$ cat config.mk
export PLATFORM = sky130hd
export DESIGN_NAME = frame_irq_seq
export DESIGN_NICKNAME = d
export VERILOG_FILES = /design/src/rtl/frame_irq_pkg.sv /design/src/rtl/frame_irq_ctrl.sv /design/src/rtl/frame_irq_dp.sv /design/src/rtl/frame_irq_seq.sv
export SDC_FILE = /design/constraint.sdc
export NUM_CORES = 1
export LEC_CHECK = 0
export BUFFER_PORTS_ARGS = -buffer_cell sky130_fd_sc_hd__buf_2
export CORE_MARGIN = 2
export CORE_UTILIZATION = 55
export DETAILED_ROUTE_END_ITERATION = 10
export PLACE_DENSITY = 0.84
export SLEW_MARGIN = 30
export SYNTH_ARGS = -nofsm -noshare
export SYNTH_HDL_FRONTEND = slang
export SYNTH_SLANG_ARGS = --single-unit
$ cat constraint.sdc
create_clock -name clk -period 7.5 [get_ports clk]
set_clock_uncertainty 0.05 [all_clocks]
set_input_delay 1.125 -clock clk [delete_from_list [all_inputs] [get_ports clk]]
set_output_delay 1.125 -clock clk [all_outputs]
set_load 0.02 [all_outputs]
$ cat src/rtl/frame_irq_pkg.sv
package frame_irq_pkg;

  typedef enum logic [3:0] {
    ST_BOOT,
    ST_IDLE,
    ST_PUSH_HI,
    ST_PUSH_LO,
    ST_PUSH_FLG,
    ST_VEC_LO,
    ST_VEC_HI,
    ST_POP_FLG,
    ST_POP_LO,
    ST_POP_HI
  } seqState_t;

  typedef enum logic [2:0] {
    ADR_SP_M1,
    ADR_SP_M2,
    ADR_SP_M3,
    ADR_SP_P0,
    ADR_SP_P1,
    ADR_SP_P2,
    ADR_VEC_LO,
    ADR_VEC_HI
  } addrSel_t;

  typedef enum logic [1:0] {
    WD_PC_HI,
    WD_PC_LO,
    WD_FLAGS
  } wrSel_t;

  typedef enum logic {
    PCS_RESET,
    PCS_MEM
  } pcSel_t;

  typedef enum logic [1:0] {
    FLS_DISABLE_ONLY,
    FLS_MEM,
    FLS_CLEAR_IF
  } flagSel_t;

  typedef struct packed {
    logic     capture;
    logic     latchLow;
    addrSel_t addrSel;
    wrSel_t   wrSel;
    logic     spDown;
    pcSel_t   pcSel;
    flagSel_t flagSel;
  } seqCtrl_t;

endpackage

$ cat src/rtl/frame_irq_ctrl.sv
module frame_irq_ctrl
  import frame_irq_pkg::*;
(
  input  logic     clk,
  input  logic     rstN,
  input  logic     frameTick,
  input  logic     haltReq,
  input  logic     iretReq,
  input  logic     cifReq,
  input  logic     ifFlag,
  output seqCtrl_t ctrl,
  output logic     memRd,
  output logic     memWr,
  output logic     spLoad,
  output logic     pcLoad,
  output logic     flagsLoad,
  output logic     busy,
  output logic     halted
);

  seqState_t state, stateNext;
  logic pending;
  logic inHandler;
  logic haltedQ;
  logic startEntry;
  logic startReturn;

  assign startReturn = (state == ST_IDLE) && iretReq;
  assign startEntry  = (state == ST_IDLE) && !iretReq && !cifReq && !haltReq
                       && pending && !ifFlag;

  always_comb begin
    stateNext     = state;
    ctrl          = '0;
    ctrl.addrSel  = ADR_SP_M1;
    ctrl.wrSel    = WD_PC_HI;
    ctrl.pcSel    = PCS_MEM;
    ctrl.flagSel  = FLS_DISABLE_ONLY;
    memRd         = 1'b0;
    memWr         = 1'b0;
    spLoad        = 1'b0;
    pcLoad        = 1'b0;
    flagsLoad     = 1'b0;
    unique case (state)
      ST_BOOT: begin
        pcLoad       = 1'b1;
        ctrl.pcSel   = PCS_RESET;
        flagsLoad    = 1'b1;
        ctrl.flagSel = FLS_DISABLE_ONLY;
        stateNext    = ST_IDLE;
      end
      ST_IDLE: begin
        if (startReturn) begin
          ctrl.capture = 1'b1;
          stateNext    = ST_POP_FLG;
        end else if (cifReq) begin
          flagsLoad    = !inHandler;
          ctrl.flagSel = FLS_CLEAR_IF;
        end else if (startEntry) begin
          ctrl.capture = 1'b1;
          stateNext    = ST_PUSH_HI;
        end
      end
      ST_PUSH_HI: begin
        memWr        = 1'b1;
        ctrl.addrSel = ADR_SP_M1;
        ctrl.wrSel   = WD_PC_HI;
        stateNext    = ST_PUSH_LO;
      end
      ST_PUSH_LO: begin
        memWr        = 1'b1;
        ctrl.addrSel = ADR_SP_M2;
        ctrl.wrSel   = WD_PC_LO;
        stateNext    = ST_PUSH_FLG;
      end
      ST_PUSH_FLG: begin
        memWr        = 1'b1;
        ctrl.addrSel = ADR_SP_M3;
        ctrl.wrSel   = WD_FLAGS;
        spLoad       = 1'b1;
        ctrl.spDown  = 1'b1;
        flagsLoad    = 1'b1;
        ctrl.flagSel = FLS_DISABLE_ONLY;
        stateNext    = ST_VEC_LO;
      end
      ST_VEC_LO: begin
        memRd         = 1'b1;
        ctrl.addrSel  = ADR_VEC_LO;
        ctrl.latchLow = 1'b1;
        stateNext     = ST_VEC_HI;
      end
      ST_VEC_HI: begin
        memRd        = 1'b1;
        ctrl.addrSel = ADR_VEC_HI;
        pcLoad       = 1'b1;
        ctrl.pcSel   = PCS_MEM;
        stateNext    = ST_IDLE;
      end
      ST_POP_FLG: begin
        memRd        = 1'b1;
        ctrl.addrSel = ADR_SP_P0;
        flagsLoad    = 1'b1;
        ctrl.flagSel = FLS_MEM;
        stateNext    = ST_POP_LO;
      end
      ST_POP_LO: begin
        memRd         = 1'b1;
        ctrl.addrSel  = ADR_SP_P1;
        ctrl.latchLow = 1'b1;
        stateNext     = ST_POP_HI;
      end
      ST_POP_HI: begin
        memRd        = 1'b1;
        ctrl.addrSel = ADR_SP_P2;
        pcLoad       = 1'b1;
        ctrl.pcSel   = PCS_MEM;
        spLoad       = 1'b1;
        ctrl.spDown  = 1'b0;
        stateNext    = ST_IDLE;
      end
      default: stateNext = ST_IDLE;
    endcase
  end

  always_ff @(posedge clk or negedge rstN) begin
    if (!rstN) begin
      state     <= ST_BOOT;
      pending   <= 1'b0;
      inHandler <= 1'b0;
      haltedQ   <= 1'b0;
    end else begin
      state   <= stateNext;
      pending <= (pending && !startEntry) || frameTick;
      if (state == ST_PUSH_FLG) begin
        inHandler <= 1'b1;
      end else if (state == ST_POP_HI) begin
        inHandler <= 1'b0;
      end
      if (startEntry) begin
        haltedQ <= 1'b0;
      end else if (state == ST_IDLE && haltReq && !iretReq) begin
        haltedQ <= 1'b1;
      end
    end
  end

  assign halted = haltedQ;
  assign busy   = (state != ST_IDLE) || haltedQ;

endmodule

$ cat src/rtl/frame_irq_dp.sv
module frame_irq_dp
  import frame_irq_pkg::*;
#(
  parameter int                    DATA_W   = 8,
  parameter logic [2*DATA_W-1:0]   VEC_ADDR = 16'hFF00,
  parameter logic [2*DATA_W-1:0]   RESET_PC = 16'h0000,
  parameter int                    IF_BIT   = 4
) (
  input  logic                clk,
  input  logic                rstN,
  input  seqCtrl_t            ctrl,
  input  logic [2*DATA_W-1:0] spIn,
  input  logic [2*DATA_W-1:0] pcIn,
  input  logic [DATA_W-1:0]   flagsIn,
  input  logic [DATA_W-1:0]   memRdData,
  output logic [2*DATA_W-1:0] memAddr,
  output logic [DATA_W-1:0]   memWrData,
  output logic [2*DATA_W-1:0] spOut,
  output logic [2*DATA_W-1:0] pcOut,
  output logic [DATA_W-1:0]   flagsOut
);

  localparam int ADDR_W = 2 * DATA_W;
  localparam logic [DATA_W-1:0] IF_MASK = DATA_W'(1) << IF_BIT;
  localparam logic [ADDR_W-1:0] FRAME_BYTES = ADDR_W'(3);

  logic [ADDR_W-1:0] baseSp;
  logic [ADDR_W-1:0] savedPc;
  logic [DATA_W-1:0] savedFlags;
  logic [DATA_W-1:0] lowByte;

  always_ff @(posedge clk or negedge rstN) begin
    if (!rstN) begin
      baseSp     <= '0;
      savedPc    <= '0;
      savedFlags <= '0;
      lowByte    <= '0;
    end else begin
      if (ctrl.capture) begin
        baseSp     <= spIn;
        savedPc    <= pcIn;
        savedFlags <= flagsIn;
      end
      if (ctrl.latchLow) begin
        lowByte <= memRdData;
      end
    end
  end

  always_comb begin
    unique case (ctrl.addrSel)
      ADR_SP_M1:  memAddr = baseSp - ADDR_W'(1);
      ADR_SP_M2:  memAddr = baseSp - ADDR_W'(2);
      ADR_SP_M3:  memAddr = baseSp - ADDR_W'(3);
      ADR_SP_P0:  memAddr = baseSp;
      ADR_SP_P1:  memAddr = baseSp + ADDR_W'(1);
      ADR_SP_P2:  memAddr = baseSp + ADDR_W'(2);
      ADR_VEC_LO: memAddr = VEC_ADDR;
      ADR_VEC_HI: memAddr = VEC_ADDR + ADDR_W'(1);
      default:    memAddr = baseSp;
    endcase
  end

  always_comb begin
    unique case (ctrl.wrSel)
      WD_PC_HI: memWrData = savedPc[ADDR_W-1:DATA_W];
      WD_PC_LO: memWrData = savedPc[DATA_W-1:0];
      WD_FLAGS: memWrData = savedFlags;
      default:  memWrData = '0;
    endcase
  end

  always_comb begin
    unique case (ctrl.flagSel)
      FLS_DISABLE_ONLY: flagsOut = IF_MASK;
      FLS_MEM:          flagsOut = memRdData;
      FLS_CLEAR_IF:     flagsOut = flagsIn & ~IF_MASK;
      default:          flagsOut = IF_MASK;
    endcase
  end

  assign spOut = ctrl.spDown ? (baseSp - FRAME_BYTES) : (baseSp + FRAME_BYTES);
  assign pcOut = (ctrl.pcSel == PCS_RESET) ? RESET_PC : {memRdData, lowByte};

endmodule

$ cat src/rtl/frame_irq_seq.sv
module frame_irq_seq
  import frame_irq_pkg::*;
#(
  parameter int                  DATA_W   = 8,
  parameter logic [2*DATA_W-1:0] VEC_ADDR = 16'hFF00,
  parameter logic [2*DATA_W-1:0] RESET_PC = 16'h0000,
  parameter int                  IF_BIT   = 4
) (
  input  logic                clk,
  input  logic                rstN,
  input  logic                frameTick,
  input  logic                haltReq,
  input  logic                iretReq,
  input  logic                cifReq,
  input  logic [2*DATA_W-1:0] pcIn,
  input  logic [2*DATA_W-1:0] spIn,
  input  logic [DATA_W-1:0]   flagsIn,
  input  logic [DATA_W-1:0]   memRdData,
  output logic                memRd,
  output logic                memWr,
  output logic [2*DATA_W-1:0] memAddr,
  output logic [DATA_W-1:0]   memWrData,
  output logic                spLoad,
  output logic [2*DATA_W-1:0] spOut,
  output logic                pcLoad,
  output logic [2*DATA_W-1:0] pcOut,
  output logic                flagsLoad,
  output logic [DATA_W-1:0]   flagsOut,
  output logic                busy,
  output logic                halted
);

  seqCtrl_t ctrl;

  frame_irq_ctrl u_ctrl (
    .clk       (clk),
    .rstN      (rstN),
    .frameTick (frameTick),
    .haltReq   (haltReq),
    .iretReq   (iretReq),
    .cifReq    (cifReq),
    .ifFlag    (flagsIn[IF_BIT]),
    .ctrl      (ctrl),
    .memRd     (memRd),
    .memWr     (memWr),
    .spLoad    (spLoad),
    .pcLoad    (pcLoad),
    .flagsLoad (flagsLoad),
    .busy      (busy),
    .halted    (halted)
  );

  frame_irq_dp #(
    .DATA_W   (DATA_W),
    .VEC_ADDR (VEC_ADDR),
    .RESET_PC (RESET_PC),
    .IF_BIT   (IF_BIT)
  ) u_dp (
    .clk       (clk),
    .rstN      (rstN),
    .ctrl      (ctrl),
    .spIn      (spIn),
    .pcIn      (pcIn),
    .flagsIn   (flagsIn),
    .memRdData (memRdData),
    .memAddr   (memAddr),
    .memWrData (memWrData),
    .spOut     (spOut),
    .pcOut     (pcOut),
    .flagsOut  (flagsOut)
  );

endmodule

==> results of run 1 <==
## per-stage QoR
| stage | util | hold WS, ps | setup WS [ps] | instances | area, µm² |
|---|---|---|---|---|---|
| after CTS | 0.639 | 450 | 1830 | 785 | 5820 |
| after detailed placement | 0.629 | 422 | 2200 | 777 | 5730 |
| after global placement | 0.628 | 420 | 2420 | 777 | 5720 |
| final | 0.639 | 447 | 1760 | 785 | 5820 |
| after floorplan | - | 397 | 3220 | 575 | 5070 |
| after global routing | 0.639 | 463 | 1400 | 785 | 5820 |
## cell usage in the layout (no fill, tap or decap), types with 4 or more instances in the layout
| master | count |
|---|---|
| o21ai_0 | 28 |
| or3_1 | 7 |
| o21bai_1 | 4 |
| a21oi_1 | 35 |
| xor2_1 | 21 |
| nor3_1 | 9 |
| mux2_2 | 49 |
| mux2i_1 | 4 |
| a221oi_1 | 4 |
| inv_1 | 11 |
| nor3b_1 | 5 |
| nand3_1 | 9 |
| a31oi_1 | 4 |
| or2_2 | 4 |
| buf_4 | 4 |
| nor3_2 | 6 |
| o221ai_1 | 9 |
| ha_1 | 33 |
| a21o_1 | 4 |
| o22ai_1 | 4 |
| nor2_1 | 38 |
| xnor2_1 | 24 |
| nand2_1 | 49 |
| o21ai_1 | 5 |
| nor2b_1 | 24 |
| buf_2 | 124 |
| nand2b_1 | 9 |
| clkbuf_8 | 5 |
| a22oi_1 | 18 |
| a211oi_1 | 7 |
| dfrtp_1 | 55 |
| o21a_1 | 4 |
## per-layer routing
| layer | track usage | share of wire | vias up |
|---|---|---|---|
| met4 | 0.0927 | 0.023 | 0 |
| met2 | 0.481 | 0.48 | 268 |
| met5 | 0 | 0 | - |
| met1 | 0.366 | 0.40 | 2359 |
| li1 | - | - | 2314 |
| met3 | 0.0599 | 0.095 | 37 |
## cells by family after synthesis
| logic type | after synthesis | synth area share |
|---|---|---|
| adders and majority gates | 35 | 0.0893 |
| muxes | 53 | 0.117 |
| and+or+nand+nor | 179 | 0.186 |
| buffers and inverters | 48 | 0.0380 |
| AOI/OAI and AO/OA | 160 | 0.221 |
| xor gates and xnor gates | 45 | 0.0777 |
| DFF | 55 | 0.271 |
## Yosys cell counts (all sizes together) (2+ instances only)
master | number | area (µm²)
or3 | 7 | 43.8
o221ai | 9 | 78.8
a31oi | 4 | 25.0
and2 | 2 | 12.5
a22oi | 18 | 135
a21o | 5 | 38.8
nand2b | 9 | 56.3
a221oi | 4 | 35.0
ha | 33 | 413
a32oi | 3 | 26.3
o21ai | 36 | 184
mux2 | 49 | 552
a2111o | 2 | 22.5
nand2 | 49 | 184
nor2 | 38 | 143
o31ai | 2 | 15.0
o22ai | 5 | 37.5
a211oi | 9 | 77.6
a2111oi | 3 | 51.3
or4b | 2 | 20.0
nor3 | 15 | 105
nand4b | 2 | 23.8
or2 | 4 | 25.0
nor2b | 24 | 150
a21oi | 35 | 175
xor2 | 21 | 184
and3 | 2 | 12.5
xnor2 | 24 | 210
inv | 11 | 41.3
nor4 | 4 | 31.3
nand3 | 9 | 45.0
a211o | 3 | 26.3
mux2i | 4 | 40.0
fa | 2 | 40.0
nor3b | 5 | 37.5
o311ai | 2 | 17.5
o21bai | 4 | 30.0
clkbuf | 27 | 101
dfrtp | 55 | 1380
buf | 10 | 50.1
o21a | 5 | 38.8
nand4 | 2 | 12.5
## state kept, by name (all words and copies together), names as in the netlist
register,flops
u_ctrl.pending,1
u_dp.savedFlags,8
u_dp.baseSp,16
u_ctrl.state,4
u_dp.savedPc,16
u_ctrl.inHandler,1
u_dp.lowByte,8
u_ctrl.halted,1
## worst max-delay path, stage by stage, from the launching register on
cell	delay [ps]
dfrtp_1	590
nor2_1	700
nand2_1	660
fa_1	650
a211oi_1	260
nor2_1	130
o22ai_2	190
o2111ai_1	250
o311a_1	350
a211oi_1	200
o21ai_1	90
buf_2	170
## layout make-up
class	instances	area (µm²)	area share
Inverter	11	41.3	0.00709
Sequential cell	55	1380	0.236
Timing Repair Buffer	128	651	0.112
Clock buffer	5	68.8	0.0118
Clock inverter	3	27.5	0.00473
Tap cell	111	139	0.0239
Multi-Input combinational cell	472	3520	0.604
## worst max-delay path by stage
stage / end / slack, ps / cells after the start
floorplan: memAddr[12] / 3220 / 11
global placement: memAddr[15] / 2420 / 11
detailed placement: memAddr[14] / 2200 / 11
CTS: memAddr[14] / 1830 / 11
global route: memAddr[15] / 1400 / 11
finish: memAddr[14] / 1760 / 11
==> results.ini, run 1 <==
[status]
status = completed

[die]
ios = 125
coreArea_um2 = 9110
design.die.area_um2 = 10000
start_util = 0.557
dieHeight_um = 100
die_w_um = 100
rows = 35

[setup_path]
start_kind = flop
r2r_cells = 4
path_class = reg -> out
regToRegSetupSlack_ps = 5070
crit_fanout = 20
r2r-end = u_dp.lowByte[2]$_DFFE_PN0P_
regToRegStartpoint = u_ctrl.state[3]$_DFFE_PN0P_
endpoint_kind = output port
worstPathRequired_ps = 6320
worstPathArrival_ps = 4570
crit_path_start = u_ctrl.state[1]$_DFFE_PN0P_

[global_routing]
grt_first_pass_wirelength_um = 22900
overflow = 0
antenna_found_initial = 0
grt_max_degree = 56
track_usage = 0.285
grt_pass1_vias = 4758

[detailed_routing]
drt_iter0_drc = 349
drc = 0
num_vias = 4978
dr.pass1.iters = 5
drt_wl_total_um = 14200
vias_per_cell = 6.34
wire_per_inst_um = 18.1
detail-route-antenna-nets = 0

[run]
cap_violations = 0

[hold_path]
min-delay-start = u_ctrl.inHandler$_DFFE_PN0P_
hold_class = reg -> reg
hold_depth = 2
whs_endpoint = u_ctrl.inHandler$_DFFE_PN0P_

[yosys]
ys.flop_type = dfrtp_1
synth_nets = 664
synth_cell_types = 73
synth.cell_area_um2 = 5070
syn_avg_cell_area_um2 = 8.82
synthCells = 575
synth-seq-cells = 55
synth.yosys.warnings = 0
synth_edf_count = 0
async_reset_ff_frac = 1.00
ys_seq_area_frac = 0.271

[timing]
fin_setup_tns_ps = 0
fin_crit_ps = 5740
worst_pin_slew_ps = 887
timing.final.crit_share = 0.766
max_freq_mhz = 174
timing.final.max_slew_violations = 0
finalHoldViolations = 0
slew_headroom = 0.407
setup_viol = 0
rsz0062_at_grt = no

[clock_network]
cts_setup_buffers = 0
clk_pin_slew_ps = 110
worstSkewPairLatency_ps = 310
root_buffer = clkbuf_8
cts_max_level = 2
tritoncts = yes
cts_sinks = 55
clockBufferDepth = 2
cts-buffers-inserted = 5
cts_resized = 0
hold_buffers = 0

[cells_and_area]
drive_gt1_frac = 0.312
fill_cells = 786
syn_to_final_growth_pct = 14.8
n_antenna_cell = 0
fin_nets = 762

[placed_design]
portBuffers = 124
hpwl_um = 10800
gp_congestion = 0.950

Power of run 1 is left out: the tool's default activity adds up to more than one toggle a clock period on the data nets, which glitch-free logic cannot reach.
==> inputs of run 2 (changes only) <==
- clock period: 7.5 -> 5.7 ns (I/O delays scaled with it)
==> run 2 against run 1 <==
  * Final cell count grew 0.64%
  * First-iteration DRC count grew 6.9%
  * Routed wire length increased by 1.5%
  * Sequential cell count did not move
  * Non-clock buffer count rose by 5
  * Setup slack got worse by 1000 ps
==> results.ini, run 2 (synthesized netlist as in run 1, its figures left out) <==
[timing]
worst_pin_slew_ps = 931  ; +44.5 ps
rsz0062_at_grt = no
finalHoldViolations = 0  ; unchanged
timing.final.crit_share = 0.866
fin_setup_tns_ps = 0  ; unchanged
slew_headroom = 0.377  ; -0.0305
timing.final.max_slew_violations = 0  ; unchanged
max_freq_mhz = 203
fin_crit_ps = 4940
setup_viol = 0  ; unchanged

[die]
dieHeight_um = 100  ; unchanged
design.die.area_um2 = 10000  ; unchanged
rows = 35  ; unchanged
coreArea_um2 = 9110  ; unchanged
start_util = 0.557  ; unchanged
die_w_um = 100  ; unchanged
ios = 125  ; unchanged

[cells_and_area]
syn_to_final_growth_pct = 15.4
fin_cells = 790  ; +0.64%
layout_commonest_cell = buf_2
n_antenna_cell = 0  ; unchanged
drive_gt1_frac = 0.315  ; +0.00360
fin_nets = 767  ; +0.66%
final_cell_mix = 124 x buf_2, 55 x dfrtp_1, 49 x nand2_1, 49 x mux2_2, 38 x nor2_1
top_regs = u_dp.baseSp x16, u_dp.savedPc x16

[setup_path]
cp_slowest_cell = dfrtp_1
endpoint_kind = output port
worstPathArrival_ps = 4030  ; -540 ps
max_stage_delay_ps = 590  ; -110 ps
cp_top_family = simple AND/OR/NAND/NOR gates
start_kind = flop
worst-path-buf-inv = 2  ; +1
worst_path_most_repeated_cell = nand3_1
path_class = reg -> out
crit_chain = nor2_1, buf_4, nand2_1, ha_1, o21ai_0, o21ai_1, nand3_1, a211oi_2, nor3_1, or4_1, nand3_1, buf_2
crit_fanout = 20  ; unchanged
worstPathRequired_ps = 4800  ; -1520 ps

[clock_network]
hold_buffers = 0  ; unchanged
cts_setup_buffers = 0  ; unchanged
worstSkewPairLatency_ps = 320  ; about the same
clockBufferDepth = 2  ; unchanged
cts_resized = 0  ; unchanged
cts-buffers-inserted = 5  ; unchanged
cts_max_level = 2  ; unchanged
clk_pin_slew_ps = 110  ; about the same
tritoncts = yes
root_buffer = clkbuf_8
cts_sinks = 55  ; unchanged

[detailed_routing]
num_vias = 4969  ; -0.18%
detail-route-antenna-nets = 0  ; unchanged
drc = 0  ; unchanged
drt_wl_total_um = 14400  ; +1.5%
wire_per_inst_um = 18.3  ; +0.83%
drt_iter0_drc = 373  ; +6.9%
dr.pass1.iters = 6  ; +1
vias_per_cell = 6.29  ; -0.81%

[global_routing]
grt_max_degree = 56  ; unchanged
grt_pass1_vias = 4806  ; +1.0%
overflow = 0  ; unchanged
grt_first_pass_wirelength_um = 23400  ; +2.2%
antenna_found_initial = 0  ; unchanged
track_usage = 0.290  ; +0.00496

[placed_design]
hpwl_um = 11000  ; +1.2%
placed_cells = 782  ; +0.64%
gp_congestion = 0.976  ; +2.8%
portBuffers = 124  ; unchanged

[hold_path]
hold_class = reg -> reg

[status]
status = completed

[run]
cap_violations = 0  ; unchanged

## run 2: changes by cell type in the layout (fill, tap and decap cells not counted), sizes merged
cell	previous run	this run
buf	128	133
## run 2: per-layer routing
metal	vias to the layer above	global-route usage	wire length, µm
met5	-	0	0
met4	0	0.102	415
met3	44	0.0578	1250
met2	270	0.483	6860
met1	2332	0.377	5920
li1	2323	-	-
## run 2: final cells by class
type,count,area [µm²]
clock buffer,5,68.8
sequential,55,1380
tap,111,139
timing repair buffer,133,688
inverter,11,41.3
clock inverter,3,27.5
multi-input combinational,472,3510
fill,755,3250
## run 2: worst reg2reg max path: stages (launching register included)
cell and delay (ps):
dfrtp_1 590, nand2b_1 280, nor3_1 370, o21ai_4 230
buf_4 330, mux2_2 330
## run 2: worst paths after layout
path | slack [ps] | start | to | cells past startpoint
hold reg to reg | 460 | u_dp.lowByte[4]$_DFFE_PN0P_ | u_dp.lowByte[4]$_DFFE_PN0P_ | 1
max in group asynchronous | 4530 | rstN | u_dp.baseSp[10]$_DFFE_PN0P_ | 2
setup reg to reg | 3410 | u_ctrl.state[1]$_DFFE_PN0P_ | u_dp.savedFlags[6]$_DFFE_PN0P_ | 5
setup / recovery | 760 | u_ctrl.state[1]$_DFFE_PN0P_ | memAddr[15] | 12
hold / removal | 460 | u_dp.lowByte[4]$_DFFE_PN0P_ | u_dp.lowByte[4]$_DFFE_PN0P_ | 1
min in group asynchronous | 600 | rstN | u_dp.savedPc[11]$_DFFE_PN0P_ | 2
## run 2: stage by stage
stage                util  hold slack (ps)  worst slack (ps)  cell area [µm²]
finish              0.643              463               762             5860
CTS                 0.643              465               795             5860
detailed placement  0.632              437              1170             5760
floorplan               -              397              1690             5070
global route        0.643              490               413             5860
global placement    0.632              410              1320             5760
Power of run 2 is left out for the same reason.
